### src/rtl/rxdma_pkg.sv
package rxdma_pkg;

    localparam int WORD_W     = 32;
    localparam int LANES      = WORD_W / 8;
    localparam int LANE_W     = $clog2(LANES);
    localparam int DESC_BYTES = 8;

    // status word bit positions
    localparam int BIT_OWN   = 31;
    localparam int BIT_EOP   = 30;
    localparam int BIT_EOR   = 29;
    localparam int BIT_IRQ   = 28;
    localparam int BIT_TRUNC = 24;

    typedef enum logic [2:0] {
        ST_IDLE,
        ST_RD_STAT,
        ST_WT_STAT,
        ST_RD_ADDR,
        ST_WT_ADDR,
        ST_RECV,
        ST_WBACK
    } rx_state_e;

    typedef enum logic [1:0] {
        SEL_STAT,
        SEL_ADDR,
        SEL_BYTE,
        SEL_WB
    } mem_sel_e;

endpackage

### src/rtl/rxdma_lane_fmt.sv
module rxdma_lane_fmt
    import rxdma_pkg::*;
(
    input  logic [LANE_W-1:0] lane_i,
    input  logic [7:0]        byte_i,
    output logic [LANES-1:0]  be_o,
    output logic [WORD_W-1:0] wdata_o
);

    for (genvar g = 0; g < LANES; g++) begin : g_lane
        assign be_o[g]            = (lane_i == LANE_W'(g));
        assign wdata_o[8*g +: 8]  = byte_i;
    end

endmodule

### src/rtl/rxdma_wb_fmt.sv
module rxdma_wb_fmt
    import rxdma_pkg::*;
#(
    parameter int LEN_W = 16
) (
    input  logic [WORD_W-1:0] stat_i,
    input  logic [LEN_W-1:0]  len_i,
    input  logic              trunc_i,
    output logic [WORD_W-1:0] wb_o
);

    always_comb begin
        wb_o                 = stat_i;
        wb_o[BIT_OWN]        = 1'b0;
        wb_o[BIT_EOP]        = 1'b1;
        wb_o[BIT_TRUNC]      = trunc_i;
        wb_o[LEN_W-1:0]      = len_i;
    end

endmodule

### src/rtl/rxdma_fsm.sv
module rxdma_fsm
    import rxdma_pkg::*;
#(
    parameter int AW    = 32,
    parameter int LEN_W = 16
) (
    input  logic              clk,
    input  logic              rst_n,
    input  logic [AW-1:0]     base_i,
    input  logic              base_we_i,
    input  logic              start_i,
    input  logic              stop_i,
    input  logic              rx_valid_i,
    input  logic              rx_last_i,
    input  logic              gnt_i,
    input  logic [WORD_W-1:0] rdata_i,
    output logic              req_o,
    output logic              we_o,
    output mem_sel_e          sel_o,
    output logic              rx_ready_o,
    output rx_state_e         state_o,
    output logic [AW-1:0]     cur_o,
    output logic [AW-1:0]     bufa_o,
    output logic [LEN_W-1:0]  cnt_o,
    output logic [WORD_W-1:0] stat_o,
    output logic              trunc_o,
    output logic              done_o,
    output logic              idle_o
);

    localparam logic [AW-1:0]    STEP = AW'(DESC_BYTES);
    localparam logic [LEN_W-1:0] ONE  = LEN_W'(1);

    typedef struct packed {
        rx_state_e          st;
        logic [AW-1:0]      base;
        logic [AW-1:0]      cur;
        logic [WORD_W-1:0]  stat;
        logic [AW-1:0]      bufa;
        logic [LEN_W-1:0]   cnt;
        logic               trunc;
        logic               stop_pend;
        logic               done;
    } regs_t;

    regs_t r_q, r_d;
    logic  stop_now_d;
    logic  room_d;

    always_comb begin
        r_d        = r_q;
        r_d.done   = 1'b0;
        stop_now_d = r_q.stop_pend | stop_i;
        room_d     = r_q.cnt < r_q.stat[LEN_W-1:0];
        req_o      = 1'b0;
        we_o       = 1'b0;
        sel_o      = SEL_STAT;
        rx_ready_o = 1'b0;

        if (r_q.st != ST_IDLE && stop_i) begin
            r_d.stop_pend = 1'b1;
        end

        case (r_q.st)
            ST_IDLE: begin
                r_d.stop_pend = 1'b0;
                if (base_we_i) begin
                    r_d.base = base_i;
                end
                if (start_i) begin
                    r_d.cur = base_we_i ? base_i : r_q.base;
                    r_d.st  = ST_RD_STAT;
                end
            end
            ST_RD_STAT: begin
                sel_o = SEL_STAT;
                if (stop_now_d) begin
                    r_d.st = ST_IDLE;
                end else begin
                    req_o = 1'b1;
                    if (gnt_i) begin
                        r_d.st = ST_WT_STAT;
                    end
                end
            end
            ST_WT_STAT: begin
                r_d.stat = rdata_i;
                // an unowned descriptor is polled again, never skipped
                r_d.st   = rdata_i[BIT_OWN] ? ST_RD_ADDR : ST_RD_STAT;
            end
            ST_RD_ADDR: begin
                sel_o = SEL_ADDR;
                req_o = 1'b1;
                if (gnt_i) begin
                    r_d.st = ST_WT_ADDR;
                end
            end
            ST_WT_ADDR: begin
                r_d.bufa  = rdata_i[AW-1:0];
                r_d.cnt   = '0;
                r_d.trunc = 1'b0;
                r_d.st    = ST_RECV;
            end
            ST_RECV: begin
                sel_o = SEL_BYTE;
                we_o  = 1'b1;
                if (rx_valid_i) begin
                    if (room_d) begin
                        req_o      = 1'b1;
                        rx_ready_o = gnt_i;
                        if (gnt_i) begin
                            r_d.cnt = r_q.cnt + ONE;
                            if (rx_last_i) begin
                                r_d.st = ST_WBACK;
                            end
                        end
                    end else begin
                        rx_ready_o = 1'b1;
                        r_d.trunc  = 1'b1;
                        if (rx_last_i) begin
                            r_d.st = ST_WBACK;
                        end
                    end
                end
            end
            ST_WBACK: begin
                sel_o = SEL_WB;
                we_o  = 1'b1;
                req_o = 1'b1;
                if (gnt_i) begin
                    r_d.done = r_q.stat[BIT_IRQ];
                    r_d.cur  = r_q.stat[BIT_EOR] ? r_q.base : r_q.cur + STEP;
                    r_d.st   = stop_now_d ? ST_IDLE : ST_RD_STAT;
                end
            end
            default: begin
                r_d.st = ST_IDLE;
            end
        endcase
    end

    always_ff @(posedge clk or negedge rst_n) begin
        if (!rst_n) begin
            r_q <= '{st: ST_IDLE, default: '0};
        end else begin
            r_q <= r_d;
        end
    end

    assign state_o = r_q.st;
    assign cur_o   = r_q.cur;
    assign bufa_o  = r_q.bufa;
    assign cnt_o   = r_q.cnt;
    assign stat_o  = r_q.stat;
    assign trunc_o = r_q.trunc;
    assign done_o  = r_q.done;
    assign idle_o  = (r_q.st == ST_IDLE);

endmodule

### src/rtl/rxdma_ring_engine.sv
module rxdma_ring_engine
    import rxdma_pkg::*;
#(
    parameter int AW    = 32,
    parameter int LEN_W = 16
) (
    input  logic              clk,
    input  logic              rst_n,
    input  logic [AW-1:0]     ring_base_i,
    input  logic              ring_base_we_i,
    input  logic              start_i,
    input  logic              stop_i,
    input  logic              rx_valid_i,
    input  logic [7:0]        rx_data_i,
    input  logic              rx_last_i,
    output logic              rx_ready_o,
    output logic              mem_req_o,
    output logic              mem_we_o,
    output logic [AW-1:0]     mem_addr_o,
    output logic [3:0]        mem_be_o,
    output logic [31:0]       mem_wdata_o,
    input  logic              mem_gnt_i,
    input  logic [31:0]       mem_rdata_i,
    output logic              done_o,
    output logic              idle_o
);

    localparam logic [AW-1:0] ADDR_OFS = AW'(WORD_W / 8);

    mem_sel_e          sel;
    rx_state_e         fsm_state;
    logic [AW-1:0]     fsm_cur;
    logic [AW-1:0]     bufa;
    logic [LEN_W-1:0]  cnt;
    logic [WORD_W-1:0] stat;
    logic              trunc;
    logic [AW-1:0]     byte_addr;
    logic [LANES-1:0]  lane_be;
    logic [WORD_W-1:0] lane_wdata;
    logic [WORD_W-1:0] wb_word;
    logic [AW-1:0]     raw_addr;

    rxdma_fsm #(.AW(AW), .LEN_W(LEN_W)) u_fsm (
        .clk        (clk),
        .rst_n      (rst_n),
        .base_i     (ring_base_i),
        .base_we_i  (ring_base_we_i),
        .start_i    (start_i),
        .stop_i     (stop_i),
        .rx_valid_i (rx_valid_i),
        .rx_last_i  (rx_last_i),
        .gnt_i      (mem_gnt_i),
        .rdata_i    (mem_rdata_i),
        .req_o      (mem_req_o),
        .we_o       (mem_we_o),
        .sel_o      (sel),
        .rx_ready_o (rx_ready_o),
        .state_o    (fsm_state),
        .cur_o      (fsm_cur),
        .bufa_o     (bufa),
        .cnt_o      (cnt),
        .stat_o     (stat),
        .trunc_o    (trunc),
        .done_o     (done_o),
        .idle_o     (idle_o)
    );

    assign byte_addr = bufa + AW'(cnt);

    rxdma_lane_fmt u_lane (
        .lane_i  (byte_addr[LANE_W-1:0]),
        .byte_i  (rx_data_i),
        .be_o    (lane_be),
        .wdata_o (lane_wdata)
    );

    rxdma_wb_fmt #(.LEN_W(LEN_W)) u_wb (
        .stat_i  (stat),
        .len_i   (cnt),
        .trunc_i (trunc),
        .wb_o    (wb_word)
    );

    always_comb begin
        raw_addr    = fsm_cur;
        mem_be_o    = '1;
        mem_wdata_o = wb_word;
        case (sel)
            SEL_STAT: raw_addr = fsm_cur;
            SEL_ADDR: raw_addr = fsm_cur + ADDR_OFS;
            SEL_BYTE: begin
                raw_addr    = byte_addr;
                mem_be_o    = lane_be;
                mem_wdata_o = lane_wdata;
            end
            default:  raw_addr = fsm_cur;
        endcase
        mem_addr_o = {raw_addr[AW-1:LANE_W], {LANE_W{1'b0}}};
    end

endmodule

### config.mk
export PLATFORM = sky130hd
export DESIGN_NAME = rxdma_ring_engine
export DESIGN_NICKNAME = d
export VERILOG_FILES = /design/src/rtl/rxdma_pkg.sv /design/src/rtl/rxdma_lane_fmt.sv /design/src/rtl/rxdma_wb_fmt.sv /design/src/rtl/rxdma_fsm.sv /design/src/rtl/rxdma_ring_engine.sv
export SDC_FILE = /design/constraint.sdc
export NUM_CORES = 1
export LEC_CHECK = 0
export ABC_CLOCK_PERIOD_IN_PS = 9200
export CORE_ASPECT_RATIO = 1.1
export CORE_MARGIN = 2
export CORE_UTILIZATION = 25
export DETAILED_ROUTE_END_ITERATION = 7
export DONT_BUFFER_PORTS = 1
export PLACE_DENSITY = 0.37
export REMOVE_ABC_BUFFERS = 1
export SYNTH_ARGS = -nofsm -noshare
export SYNTH_HDL_FRONTEND = slang
export SYNTH_SLANG_ARGS = --single-unit
### constraint.sdc
create_clock -name clk -period 9.2 [get_ports clk]
set_clock_uncertainty 0.2 [all_clocks]
set_input_delay 0.92 -clock clk [delete_from_list [all_inputs] [get_ports clk]]
set_output_delay 0.92 -clock clk [all_outputs]
set_load 0.05 [all_outputs]
==> qor.csv <==
stage;metric;value;unit
setup_path;cp-startpoint;u_fsm.state_o[2];
clock_network;root_buffer;clkbuf_16;
hold_path;hp-class;in -> async;
timing;tns;0;ns
route;drt_iter0_drc;546;
setup_path;cp-start-kind;flop;
timing;finalCriticalPeriod;5.92;ns
die;initial_utilization;0.253;
setup_path;cp_data_required_time;8.08;ns
power;powerDensity;392;nW/um2
setup_path;rr_startpoint;u_fsm.cnt_o[13];
synth;synth.distinct_cells;74;
setup_path;crit_chain;nor2b_1 -> and2_0 -> nor2_1 -> ha_1 -> buf_4 -> inv_1 -> nand2_1 -> or4_1 -> nand3_1;
placement;portBuffers;0;
timing;slew_headroom;0.201;
clock_network;cts_tree;built;
placement;place_worst_setup_slack;3.73;ns
run_status;status;completed;
route;highest_layer;met4;
placement;dpl.hpwl;25700;um
timing;setup_ws;3.28;ns
setup_path;crit_type;reg -> out;
synth;avgSynthCellArea;8.05;um2
setup_path;slowest_delay;0.70;ns
synth;ys.flop_type;dfrtp_1;
route;drc_errors;0;
timing;tightestPinTransition;1.19;ns
synth;ys_seq_elements;143;
synth;yosysWarnings;0;
clock_network;numCtsBuffers;17;
timing;period_share;0.643;
clock_network;ctsLongestPathBuffers;2;
synth;synthesis.area;9630;um2
setup_path;crit_arrival;4.80;ns
grt;grt_use_total;0.176;
timing;max_freq;169;MHz
clock_network;postCtsResizedCells;0;
route;vias;8556;
clock_network;clock_latency;0.45;ns
timing;slew_viol_final;0;
die;rows;75;
die;die_w;191;um
synth;synthArstFlopShare;1.00;
timing;rsz0062_at_grt;false;
layout;antenna_cells;0;
layout;areaGrowthSynthToFinish;11.6;%
clock_network;cts_setup_buffers;0;
route;wirelength;34700;um
route;antenna_left;0;
layout;nNetsFinal;1274;
die;die_area;40100;um2
setup_path;crit_slowest_cell;or4_1;
route;wl_per_cell;20.8;um
layout;drive_gt1_frac;0.0932;
timing;fin_hold_ws;0.264;ns
grt;grt_pass1_wl;53300;um
timing;finalHoldViolCount;0;
power;ir_drop;0.143;mV
die;ioPinCount;153;
synth;seq_area_frac_synth;0.372;
synth;synth-edff-count;0;
timing;setup_viol;0;
route;vias_per_cell;5.13;
die;dieHeight;210;um
setup_path;endpoint_kind;output pin;
die;coreArea;38100;um2
run;maxCapViolCount;0;
synth;synthCells;1195;
setup_path;cp_max_fo;42;
route;wl_met3;1170;um
route;wl_met1;15900;um
clock_network;path_clk_slew;0.06;ns
clock_network;clock_sinks;143;
grt;grt_pass1_vias;8399;
grt;antenna_found_initial;0;
grt;grt_overflow_total;0;
clock_network;h-tree-depth;4;
setup_path;path_buf_inv;2;
grt;grt_max_degree;144;
route;wl_met2;16800;um
route;first_pass_iters;8;
power;p_leak;0.00449;uW
setup_path;critical_path.top_delay_family;simple AND/OR/NAND/NOR gates;
placement;gp_congestion;0.804;
## path summary, 6_finish.rpt
kind,endpoint,slack [ns],depth (start not counted)
max in group asynchronous,u_fsm.r_q[142],7.87,1
hold reg to reg,u_fsm.bufa_o[10],0.28,2
setup reg to reg,u_fsm.cnt_o[15],5.81,8
min in group clk,u_fsm.bufa_o[10],0.28,2
hold / removal,u_fsm.stat_o[7],0.26,1
setup / recovery,mem_addr_o[30],3.28,9
## state kept, by name, summed over array words and instances (netlist names)
signal and cells:
u_fsm.bufa_o 32, u_fsm.r_q 31, u_fsm.cur_o 30, u_fsm.stat_o 29, u_fsm.cnt_o 16, u_fsm.state_o 3, u_fsm.done_o 1, u_fsm.trunc_o 1
## cell usage in the layout, fill, tap and decap left out, types with 16 or more instances in the layout
| cell type | instances |
|---|---|
| mux2_2 | 37 |
| clkbuf_16 | 17 |
| nor2_1 | 55 |
| a21o_1 | 16 |
| a21oi_1 | 77 |
| nand3_1 | 45 |
| o21ai_1 | 51 |
| o21ai_0 | 87 |
| nand2_1 | 211 |
| inv_1 | 65 |
| buf_4 | 23 |
| o31ai_1 | 16 |
| nand4_1 | 19 |
| nor3_1 | 22 |
| dfrtp_1 | 143 |
| a22oi_1 | 18 |
| ha_1 | 35 |
## worst register-to-register path, cell delays in order (launching register included)
cell and delay (ns):
dfrtp_1 0.45, ha_1 0.33, a21o_1 0.16, a21o_1 0.17, a21oi_1 0.46, nand3_1 0.33, a21o_1 0.47, or4_1 0.58
a21oi_1 0.15
## where the power goes
part | switching, uW | total (uW) | internal, uW | leakage (uW)
Clock | 290 | 729 | 439 | 0.000289
Combinational | 1660 | 2260 | 598 | 0.00245
Sequential | 315 | 1220 | 905 | 0.00175
## logic make-up after synthesis
| kind of cell | synth area share |
|---|---|
| xor gates and xnor gates | 0.0173 |
| AOI/OAI and AO/OA | 0.237 |
| adders and majority gates | 0.0489 |
| DFF | 0.372 |
| buffers and inverters | 0.0607 |
| and+or+nand+nor | 0.214 |
| other | 0.000390 |
| muxes | 0.0506 |
## per-layer routing
layer / vias to the layer above / track usage
met5: - / 0
met4: 0 / 0.0586
met3: 32 / 0.0316
met2: 152 / 0.295
met1: 4165 / 0.229
li1: 4207 / -
## metrics by stage
step	area (um2)	util	total power, uW	instances
finish	10700	0.282	4210	1669
global route	10700	0.282	4500	1669
CTS	10700	0.282	4270	1669
detailed placement	10100	0.265	3510	1637
global placement	10100	0.265	3490	1637
floorplan	9290	-	2870	1114
## Yosys cell counts, types with 4 or more instances
cell | instances | share of area
a31oi_1 | 13 | 0.0084
ha_1 | 36 | 0.047
nor2b_1 | 12 | 0.0078
nor4_1 | 4 | 0.0026
or4_1 | 12 | 0.0094
mux2i_1 | 7 | 0.0073
and2_1 | 4 | 0.0026
o22a_1 | 6 | 0.0055
mux2_2 | 37 | 0.043
o21a_1 | 6 | 0.0047
nor3_1 | 22 | 0.011
a21oi_1 | 77 | 0.040
xnor2_1 | 9 | 0.0082
a222oi_1 | 6 | 0.0062
o21ai_0 | 137 | 0.071
nor3b_1 | 5 | 0.0039
o22ai_1 | 14 | 0.0091
a22o_1 | 4 | 0.0036
a21o_1 | 16 | 0.012
nand2_1 | 211 | 0.082
o31ai_1 | 17 | 0.013
clkbuf_1 | 64 | 0.025
dfrtp_1 | 143 | 0.37
and4_1 | 6 | 0.0055
buf_2 | 12 | 0.0062
o221ai_1 | 4 | 0.0036
o211ai_1 | 12 | 0.0094
inv_1 | 65 | 0.025
nand4_1 | 19 | 0.012
xor2_1 | 10 | 0.0091
nor2_1 | 55 | 0.021
nand3b_1 | 4 | 0.0031
a22oi_1 | 19 | 0.015
and3_1 | 14 | 0.0091
nand2b_1 | 9 | 0.0058
a221oi_1 | 6 | 0.0055
nand3_1 | 45 | 0.023
## final cells by class
type / instances / area, um2
clock inverters: 10 / 138
inverters: 65 / 244
clock buffers: 21 / 460
multi-input cells: 906 / 5490
fillers: 4230 / 27400
well taps: 500 / 626
repair buffers: 24 / 200
flip-flops and latches: 143 / 3580
## repair_timing
action                                  4_1_cts  5_1_grt
hold buffers                                  1        0
endpoints found under the hold margin       143        0
endpoints found under the setup margin        0        0
(Power assumes the default switching activity.)
